**src/rtl/ptw_pkg.sv**
```systemverilog
package ptw_pkg;
  typedef enum logic [1:0] {
    FLT_NONE  = 2'd0,
    FLT_LEN   = 2'd1,
    FLT_OUTER = 2'd2,
    FLT_INNER = 2'd3
  } flt_code_e;

  typedef enum logic [2:0] {
    ST_IDLE,
    ST_RD_OUTER,
    ST_RD_INNER,
    ST_DONE,
    ST_FAULT
  } walk_st_e;
endpackage

```
**src/rtl/ptw_index_calc.sv**
```systemverilog
module ptw_index_calc #(
  parameter int VA_W  = 32,
  parameter int OFF_W = 10,
  parameter int IN_W  = 10,
  parameter int ENT_W = 32,
  parameter int LEN_W = VA_W - OFF_W - IN_W + 1
) (
  input  logic [VA_W-1:0]        vaddr,
  input  logic [ENT_W-1:0]       tbl_base,
  input  logic [LEN_W-1:0]       tbl_len,
  input  logic [ENT_W-OFF_W-1:0] next_ptr,
  output logic [ENT_W-1:0]       outer_addr,
  output logic [ENT_W-1:0]       inner_addr,
  output logic                   len_viol,
  output logic [OFF_W-1:0]       offset
);
  localparam int OUT_W    = VA_W - OFF_W - IN_W;
  localparam int ENT_SHFT = $clog2(ENT_W / 8);

  function automatic logic [OUT_W-1:0] f_outer(input logic [VA_W-1:0] va);
    return va[VA_W-1 -: OUT_W];
  endfunction

  function automatic logic [IN_W-1:0] f_inner(input logic [VA_W-1:0] va);
    return va[OFF_W +: IN_W];
  endfunction

  function automatic logic [ENT_W-1:0] f_slot(input logic [ENT_W-1:0] base,
                                               input logic [ENT_W-1:0] idx);
    return base + (idx << ENT_SHFT);
  endfunction

  always_comb begin
    outer_addr = f_slot(tbl_base, ENT_W'(f_outer(vaddr)));
    inner_addr = f_slot({next_ptr, {OFF_W{1'b0}}}, ENT_W'(f_inner(vaddr)));
    len_viol   = LEN_W'(f_outer(vaddr)) >= tbl_len;
    offset     = vaddr[OFF_W-1:0];
  end
endmodule

```
**src/rtl/ptw_entry_decode.sv**
```systemverilog
module ptw_entry_decode #(
  parameter int ENT_W = 32,
  parameter int OFF_W = 10
) (
  input  logic [ENT_W-1:0]       entry,
  output logic                   vld,
  output logic [ENT_W-OFF_W-1:0] ptr
);
  logic ent_unused;
  assign vld        = entry[0];
  assign ptr        = entry[ENT_W-1:OFF_W];
  assign ent_unused = ^entry[OFF_W-1:1];
endmodule

```
**src/rtl/ptw_ctrl.sv**
```systemverilog
module ptw_ctrl
  import ptw_pkg::*;
(
  input  logic       clk,
  input  logic       rst_n,
  input  logic       req_valid,
  output logic       req_ready,
  input  logic       len_viol,
  output logic       mem_rd_valid,
  input  logic       mem_rd_ready,
  input  logic       mem_rsp_valid,
  input  logic       ent_vld,
  output logic       rd_inner,
  output logic       ptr_load,
  output logic       frame_load,
  output logic       rsp_valid,
  output logic       rsp_fault,
  output logic [1:0] rsp_code
);
  walk_st_e  st_q, st_d;
  flt_code_e code_q, code_d;
  logic      iss_q, iss_d;
  logic      take;

  assign take = iss_q && mem_rsp_valid;

  always_comb begin
    st_d   = st_q;
    iss_d  = iss_q;
    code_d = code_q;
    case (st_q)
      ST_IDLE: begin
        if (req_valid) begin
          if (len_viol) begin
            st_d   = ST_FAULT;
            code_d = FLT_LEN;
          end else begin
            st_d = ST_RD_OUTER;
          end
        end
      end
      ST_RD_OUTER, ST_RD_INNER: begin
        if (!iss_q) begin
          if (mem_rd_ready) iss_d = 1'b1;
        end else if (mem_rsp_valid) begin
          iss_d = 1'b0;
          if (!ent_vld) begin
            st_d = ST_FAULT;
            if (st_q == ST_RD_OUTER) code_d = FLT_OUTER;
            else                     code_d = FLT_INNER;
          end else if (st_q == ST_RD_OUTER) begin
            st_d = ST_RD_INNER;
          end else begin
            st_d = ST_DONE;
          end
        end
      end
      default: begin
        st_d   = ST_IDLE;
        code_d = FLT_NONE;
      end
    endcase
  end

  always_ff @(posedge clk or negedge rst_n) begin
    if (!rst_n) begin
      st_q   <= ST_IDLE;
      iss_q  <= 1'b0;
      code_q <= FLT_NONE;
    end else begin
      st_q   <= st_d;
      iss_q  <= iss_d;
      code_q <= code_d;
    end
  end

  assign req_ready    = (st_q == ST_IDLE);
  assign rd_inner     = (st_q == ST_RD_INNER);
  assign mem_rd_valid = ((st_q == ST_RD_OUTER) || (st_q == ST_RD_INNER)) && !iss_q;
  assign ptr_load     = (st_q == ST_RD_OUTER) && take && ent_vld;
  assign frame_load   = (st_q == ST_RD_INNER) && take && ent_vld;
  assign rsp_valid    = (st_q == ST_DONE) || (st_q == ST_FAULT);
  assign rsp_fault    = (st_q == ST_FAULT);
  assign rsp_code     = (st_q == ST_FAULT) ? code_q : FLT_NONE;

  // a read that waits for ready stays requested
  p_rd_hold_r7: assert property (@(posedge clk) disable iff (!rst_n)
    mem_rd_valid && !mem_rd_ready |=> mem_rd_valid) else $error("rd hold");
  // no request offered while a read is pending
  p_busy_r8: assert property (@(posedge clk) disable iff (!rst_n)
    mem_rd_valid |-> !req_ready) else $error("busy ready");
  // length violation faults on the next edge
  p_len_fault_r3: assert property (@(posedge clk) disable iff (!rst_n)
    req_valid && req_ready && len_viol |=> rsp_valid && rsp_fault && rsp_code == FLT_LEN)
    else $error("len fault");
  // invalid outer entry gives code 2
  p_outer_flt_r4: assert property (@(posedge clk) disable iff (!rst_n)
    (st_q == ST_RD_OUTER) && take && !ent_vld |=> rsp_fault && rsp_code == FLT_OUTER)
    else $error("outer fault");
  // response is a single-cycle pulse followed by idle
  p_pulse_r9: assert property (@(posedge clk) disable iff (!rst_n)
    rsp_valid |=> !rsp_valid && req_ready) else $error("pulse");
endmodule

```
**src/rtl/pt_walker.sv**
```systemverilog
module pt_walker #(
  parameter int VA_W  = 32,
  parameter int OFF_W = 10,
  parameter int IN_W  = 10,
  parameter int ENT_W = 32,
  parameter int LEN_W = VA_W - OFF_W - IN_W + 1
) (
  input  logic             clk,
  input  logic             rst_n,
  input  logic             req_valid,
  output logic             req_ready,
  input  logic [VA_W-1:0]  req_vaddr,
  output logic             rsp_valid,
  output logic             rsp_fault,
  output logic [1:0]       rsp_code,
  output logic [ENT_W-1:0] rsp_paddr,
  output logic             mem_rd_valid,
  input  logic             mem_rd_ready,
  output logic [ENT_W-1:0] mem_rd_addr,
  input  logic             mem_rsp_valid,
  input  logic [ENT_W-1:0] mem_rsp_data,
  input  logic [ENT_W-1:0] cfg_tbl_base,
  input  logic [LEN_W-1:0] cfg_tbl_len
);
  localparam int PTR_W = ENT_W - OFF_W;

  logic [VA_W-1:0]  va_q, va_sel;
  logic [PTR_W-1:0] ptr_q, frame_q, ent_ptr;
  logic [ENT_W-1:0] outer_addr, inner_addr;
  logic [OFF_W-1:0] offset;
  logic             len_viol, ent_vld, rd_inner, ptr_load, frame_load;

  assign va_sel = req_ready ? req_vaddr : va_q;

  ptw_index_calc #(.VA_W(VA_W), .OFF_W(OFF_W), .IN_W(IN_W), .ENT_W(ENT_W), .LEN_W(LEN_W)) idx_i (
    .vaddr(va_sel), .tbl_base(cfg_tbl_base), .tbl_len(cfg_tbl_len), .next_ptr(ptr_q),
    .outer_addr(outer_addr), .inner_addr(inner_addr), .len_viol(len_viol), .offset(offset));

  ptw_entry_decode #(.ENT_W(ENT_W), .OFF_W(OFF_W)) dec_i (
    .entry(mem_rsp_data), .vld(ent_vld), .ptr(ent_ptr));

  ptw_ctrl ctrl_i (
    .clk(clk), .rst_n(rst_n), .req_valid(req_valid), .req_ready(req_ready),
    .len_viol(len_viol), .mem_rd_valid(mem_rd_valid), .mem_rd_ready(mem_rd_ready),
    .mem_rsp_valid(mem_rsp_valid), .ent_vld(ent_vld), .rd_inner(rd_inner),
    .ptr_load(ptr_load), .frame_load(frame_load), .rsp_valid(rsp_valid),
    .rsp_fault(rsp_fault), .rsp_code(rsp_code));

  always_ff @(posedge clk or negedge rst_n) begin
    if (!rst_n) begin
      va_q    <= '0;
      ptr_q   <= '0;
      frame_q <= '0;
    end else begin
      if (req_valid && req_ready) va_q <= req_vaddr;
      if (ptr_load)               ptr_q <= ent_ptr;
      if (frame_load)             frame_q <= ent_ptr;
    end
  end

  assign mem_rd_addr = rd_inner ? inner_addr : outer_addr;
  assign rsp_paddr   = rsp_fault ? '0 : {frame_q, offset};

  // address of a waiting read does not move
  p_rd_addr_stable_r7: assert property (@(posedge clk) disable iff (!rst_n)
    mem_rd_valid && !mem_rd_ready |=> $stable(mem_rd_addr)) else $error("rd addr");
  // a successful result keeps the requested offset
  p_offset_r6: assert property (@(posedge clk) disable iff (!rst_n)
    rsp_valid && !rsp_fault |-> rsp_paddr[OFF_W-1:0] == va_q[OFF_W-1:0]) else $error("offset");
endmodule

```
**config.mk**
```make
export PLATFORM = sky130hd
export DESIGN_NAME = pt_walker
export DESIGN_NICKNAME = d
export VERILOG_FILES = /design/src/rtl/ptw_pkg.sv /design/src/rtl/ptw_index_calc.sv /design/src/rtl/ptw_entry_decode.sv /design/src/rtl/ptw_ctrl.sv /design/src/rtl/pt_walker.sv
export SDC_FILE = /design/constraint.sdc
export NUM_CORES = 1
export LEC_CHECK = 0
export BUFFER_PORTS_ARGS = -buffer_cell sky130_fd_sc_hd__buf_4
export CORE_MARGIN = 1.5
export CORE_UTILIZATION = 52
export DETAILED_ROUTE_END_ITERATION = 16
export GPL_TIMING_DRIVEN = 0
export HOLD_SLACK_MARGIN = 0.06
export PLACE_DENSITY = 0.82
export RECOVER_POWER = 50
export SLEW_MARGIN = 20
export SYNTH_ARGS = -nofsm -noshare
export SYNTH_HDL_FRONTEND = slang
export SYNTH_SLANG_ARGS = --single-unit
```
**constraint.sdc**
```tcl
create_clock -name clk -period 4.79 [get_ports clk]
set_input_delay 0.958 -clock clk [delete_from_list [all_inputs] [get_ports clk]]
set_output_delay 0.958 -clock clk [all_outputs]
set_load 0.05 [all_outputs]
```
Yosys cells after proc, flatten, opt, wreduce, memory -nomap -nowiden
Index checks and enable logic that the tools add are counted.
W data, S select, Z words.
{"block": "totals", "regBits": 82, "inputBits": 114, "output_inout_bits": 70, "word_cells": 53}
{"block": "op_classes", "addsub": 2, "magnitude_cmp": 1, "n_eq_ne": 9, "n_mux": 21, "n_reduce_logical": 14}
{"operator": "$mux W32", "count": 3}
{"operator": "$add A32 B12 Y32", "count": 1}
{"operator": "$add A32 B14 Y32", "count": 1}
{"operator": "$mux W3", "count": 5}
{"operator": "$ge A12 B13 Y1", "count": 1}
{"operator": "$mux W2", "count": 6}
{"operator": "$logic_and A1 B1 Y1", "count": 7}
{"operator": "$eq A3 B2 Y1 const B", "count": 2}
{"operator": "$ne A2 B2 Y1 const B", "count": 3}
{"operator": "$pmux W3 S2", "count": 1}
{"operator": "$mux W1", "count": 5}
{"operator": "$reduce_and A5 Y1", "count": 1}
{"operator": "$ne A2 B1 Y1 const B", "count": 2}
{"operator": "$pmux W2 S2", "count": 1}
{"operator": "$eq A3 B1 Y1 const B", "count": 1}
{"operator": "$eq A3 B3 Y1 const B", "count": 1}
{"operator": "$logic_not A3 Y1", "count": 1}
{"operator": "$reduce_and A3 Y1", "count": 1}
{"operator": "$logic_or A1 B1 Y1", "count": 2}
{"operator": "$reduce_or A2 Y1", "count": 1}
{"operator": "$logic_not A1 Y1", "count": 1}

Depth between registers and ports, before layout
{"block": "logic_depth", "word_depth": 6, "depth_mapped": 16}

Cells and area by module
A second synthesis with hierarchy kept.
{"block": "unflattened", "hier_cells": 588, "area_unflattened_um2": 6304.8}
{"module": "pt_walker", "n_inst": 1, "cells_per_inst": 267, "area_per_inst_um2": 3925.0, "seq_area_each_um2": 1901.8}
{"module": "ptw_index_calc", "n_inst": 1, "cells_per_inst": 246, "area_per_inst_um2": 1764.2, "seq_area_each_um2": 0.0}
{"module": "ptw_ctrl", "n_inst": 1, "cells_per_inst": 52, "area_per_inst_um2": 442.9, "seq_area_each_um2": 150.1}
{"module": "ptw_entry_decode", "n_inst": 1, "cells_per_inst": 23, "area_per_inst_um2": 172.7, "seq_area_each_um2": 0.0}

Worst setup path before layout
Ideal clock, no wire load.
{"block": "synth_path", "path_kind": "register to output", "startpoint": "register ctrl_i.st_q[0]", "endpoint": "output mem_rd_addr[12]", "arrival_time_ps": 4314, "slack_ps": -482, "stages_incl_launch_ff": 17, "path_buffers": 2, "path_cell_list": "dfrtp_1 or2_0 clkbuf_1 nor2_4 buf_2 mux2i_1 inv_1 ha_1 inv_1 fa_1 nor2b_4 o31a_2 or4b_1 nand2_1 o21ai_1 xnor2_1 o21ai_0"}
{"block": "synth_between", "elab_chain_len": 4}
{"item": "from (decl)", "line": "ptw_ctrl.sv:20", "rtl": "walk_st_e st_q, st_d;"}
{"item": "from (signal assigned)", "line": "ptw_ctrl.sv:71", "rtl": "st_q <= st_d;"}
{"item": "$logic_not A3 Y1 *", "line": "ptw_ctrl.sv:77", "rtl": "assign req_ready = (st_q == ST_IDLE);"}
{"item": "named net req_ready", "line": "pt_walker.sv:11", "rtl": "output logic req_ready,"}
{"item": "$mux W32 *", "line": "pt_walker.sv:33", "rtl": "assign va_sel = req_ready ? req_vaddr : va_q;"}
{"item": "$add A32 B14 Y32 or $add A32 B12 Y32 (tied branches)", "line": "ptw_index_calc.sv:30", "rtl": "return base + (idx << ENT_SHFT);"}
{"item": "$mux W32 *", "line": "pt_walker.sv:61", "rtl": "assign mem_rd_addr = rd_inner ? inner_addr : outer_addr;"}
{"item": "to (decl)", "line": "pt_walker.sv:19", "rtl": "output logic [ENT_W-1:0] mem_rd_addr,"}
Mark *: on every way through the listed nets, which the timed path passes. The rest lies on a longest branch.

Worst setup path in the final report
{"block": "layout_path", "startpoint": "register ctrl_i.st_q[0]", "endpoint": "output mem_rd_addr[19]"}
{"block": "layout_between", "elab_chain_len": 4}
{"item": "$logic_not A3 Y1", "line": "ptw_ctrl.sv:77"}
{"item": "$mux W32", "line": "pt_walker.sv:33"}
{"item": "$add A32 B14 Y32 or $add A32 B12 Y32 (tied branches)", "line": "ptw_index_calc.sv:30"}
{"item": "$mux W32 *", "line": "pt_walker.sv:61"}
Mark *: on every way between the ends. The rest lies on a longest branch, timed or not.

==> results.yml <==
outcome:
  run_status: "finished with violations"
  violations: "max-capacitance violations, max-slew violations"
power:
  cellLeakagePower_nw: 3.517
  p_per_area_mw_per_mm2: 816.6
  ir_drop_v: 0.0006922
logic_synthesis:
  synthMostInstantiatedCell: "mux2_2"
  ys.warnings.count: 0
  synth_area_mm2: 0.005544
  ys_seq_area_share_pct: 37.01
  async_flop_share_pct: 100.0
  yosysTopAreaCell: "dfrtp_1"
  netlist_top_cells_area: "dfrtp_1 (37%), mux2_2 (18%), ha_1 (5.9%)"
  synth_commonest_cells: "mux2_2 (90), dfrtp_1 (82), nand2_1 (60)"
  synthCells: 569
  avgSynthCellArea_um2: 9.744
  ys_seq_elements: 82
  synth_edf_count: 0
  syn-num-nets: 711
  synth_ff_type: "dfrtp_1"
  synth_cell_types: 51
  synth_top_area_share_pct: 37.01
clocking:
  cts_hold_buffers: 0
  clockBufferDepth: 2
  ctsRootBufferMaster: "clkbuf_8"
  numCtsBuffers: 9
  htreeDepth: 3
  cts_tree: "built"
  clkLatencyLatePin_ps: 360
  clk_pin_slew_worst_paths_ps: 90
  clkSinkCount: 82
layout:
  syn2layout_area_growth_pct: 36.74
  layout-drive-gt1-share_pct: 45.38
  fillers: 733
  antenna_cells: 0
  final_nets: 906
worst_setup_path:
  cp_cell_sequence: "or2_4, nor2_4, buf_8, mux2_2, ha_1, o211ai_1, o21ai_2, o2111ai_2, nor3b_4, buf_12, nor3b_2, xnor2_1, a21oi_2, buf_4"
  arrival_ps: 3710
  cp_slowest_cell: "dfrtp_1"
  crit_path_start_kind: "register"
  end_kind: "output port"
  required_ps: 3830
  critPathKind: "register to output port"
  cp_max_fo: 7
  max_stage_delay_ps: 410
global_routing:
  grt_pass1_wl_um: 24690
  grt_max_degree: 83
  grt_pass1_vias: 5233
  grt_usage_pct: 27.67
  gr-total-overflow: 0
  antenna_found_initial: 0
sta:
  setup_viol: 0
  fin_setup_tns_ps: 0
  fin_skew_ps: 9.228
  timing.final.crit_period_ps: 4668
  hold_slack_ps: 505.1
  hold_viol_final: 0
  relSlewSlack_pct: -39.72
  slew_viol_final: 83
  finalCritPeriodShare_pct: 97.44
  fmax_ghz: 0.2142
  tightest_slew_ps: 2096
  rsz0062_at_grt: "true"
route:
  firstDrtPassIters: 7
  drc: 0
  wl_um: 15600
  drt_iter0_drc: 223
  vias_per_cell: 5.526
  postRouteAntennaNets: 0
  detail_route.wl_per_cell_um: 17.23
  via_count: 5001
floorplanning:
  io_pins: 184
  die_w_um: 106.3
  core_mm2: 0.01032
  fp.dieH_um: 106.3
  placementRows: 37
  initial_core_util_pct: 53.70
  dieArea_mm2: 0.01129
placed_design:
  place.gp.congestion: 0.8871
  io_buffer_count: 174
  hpwl_um: 11560
hold_path:
  hp-class: "register to register"
job:
  maxCapViolCount: 1
[final timing paths]
kind | from | endpoint | slack, ps | depth (start not counted)
worst min register to register | frame_q[21] | frame_q[21] | 510 | 1
worst min-delay path | frame_q[21] | frame_q[21] | 510 | 1
max in group asynchronous | rst_n | ptr_q[6] | 2370 | 1
worst max-delay path | ctrl_i.st_q[0] | mem_rd_addr[19] | 120 | 14
min in group asynchronous | rst_n | frame_q[17] | 1200 | 1
worst max register to register | ctrl_i.st_q[0] | ctrl_i.code_q[1] | 1590 | 11
[state kept, by name, indices dropped and copies added (netlist names)]
register       count
ctrl_i.code_q      2
ctrl_i.iss_q       1
va_q              32
ctrl_i.st_q        3
ptr_q             22
frame_q           22
[repair_timing]
action	CTS	global route
pin swaps	3	7
gates cloned	0	1
gates resized for setup	13	20
endpoints found under the setup margin	21	20
setup buffers	5	6
[report_power, final]
| part | internal [mW] | switching [mW] |
|---|---|---|
| registers | 1.04 | 0.246 |
| logic | 1.67 | 2.64 |
| clock network | 0.303 | 0.289 |
| total | 3.02 | 3.18 |
[through the flow]
stage	util, %	cells	power, mW	cell area [um2]	setup WS, ps
detailed placement	68.67	879	5.314	7089	-14.60
global placement	68.67	879	5.201	7089	67.14
global route	73.43	905	6.545	7581	-28.42
finish	73.43	905	6.191	7581	122.5
floorplan	-	569	4.209	5613	-104.6
CTS	71.98	899	6.042	7431	17.23
[per-layer routing]
layer	track usage, %	up-vias	share of wire (%)
met2	46.59	203	49
met4	10.42	0	2.4
met5	0	-	0
met3	7.603	43	7.2
met1	33.76	2383	42
li1	-	2372	-
[layout by cell type, fill, tap and decap left out, types with 5 or more instances in the layout]
master / netlist / layout
inv_1: 21 / 20
nor2_1: 38 / 38
nor3_2: 1 / 5
clkbuf_8: 0 / 9
a21o_1: 5 / 5
buf_6: 0 / 6
mux2_2: 90 / 90
a21oi_1: 29 / 17
clkbuf_1: 12 / 12
ha_1: 26 / 23
nand4_1: 5 / 5
nand3_1: 14 / 14
buf_4: 0 / 174
a21oi_2: 0 / 12
xor2_1: 21 / 21
and2_1: 5 / 5
o21ai_0: 34 / 30
nor2b_1: 24 / 24
buf_2: 10 / 9
o21ai_2: 2 / 6
xnor2_1: 25 / 25
and3_1: 6 / 6
dfrtp_1: 82 / 82
nand2_1: 60 / 59
[kinds of logic after synthesis]
kind of cell	after synthesis	share of synthesized area [%]
and+or+nand+nor	175	15.80
adders and majority gates	28	6.590
AOI/OAI and AO/OA	101	11.31
DFF	82	37.01
xor gates and xnor gates	46	7.267
muxes	93	18.82
buffers and inverters	44	3.205
[final cells by class]
| type | count | area, um2 | area share, % |
|---|---|---|---|
| multi-input cells | 443 | 3498 | 46.15 |
| inverters | 21 | 78.83 | 1.040 |
| clock buffers | 9 | 123.9 | 1.634 |
| clock inverters | 7 | 105.1 | 1.386 |
| plain buffers | 21 | 101.3 | 1.337 |
| repair buffers | 186 | 1451 | 19.15 |
| flip-flops and latches | 82 | 2052 | 27.07 |
| well taps | 136 | 170.2 | 2.245 |
[worst max-delay path: cells and delay by family (launching register included)]
kind / cells / cell delay (ps)
AO/OA/AOI/OAI: 4 / 670
XOR/XNOR: 1 / 170
adder cells (fa/ha/maj): 1 / 360
buffers and inverters: 3 / 520
flip-flops: 1 / 410
multiplexers: 1 / 360
AND/OR/NAND/NOR: 4 / 830
Power figures use the tool's default switching activity.
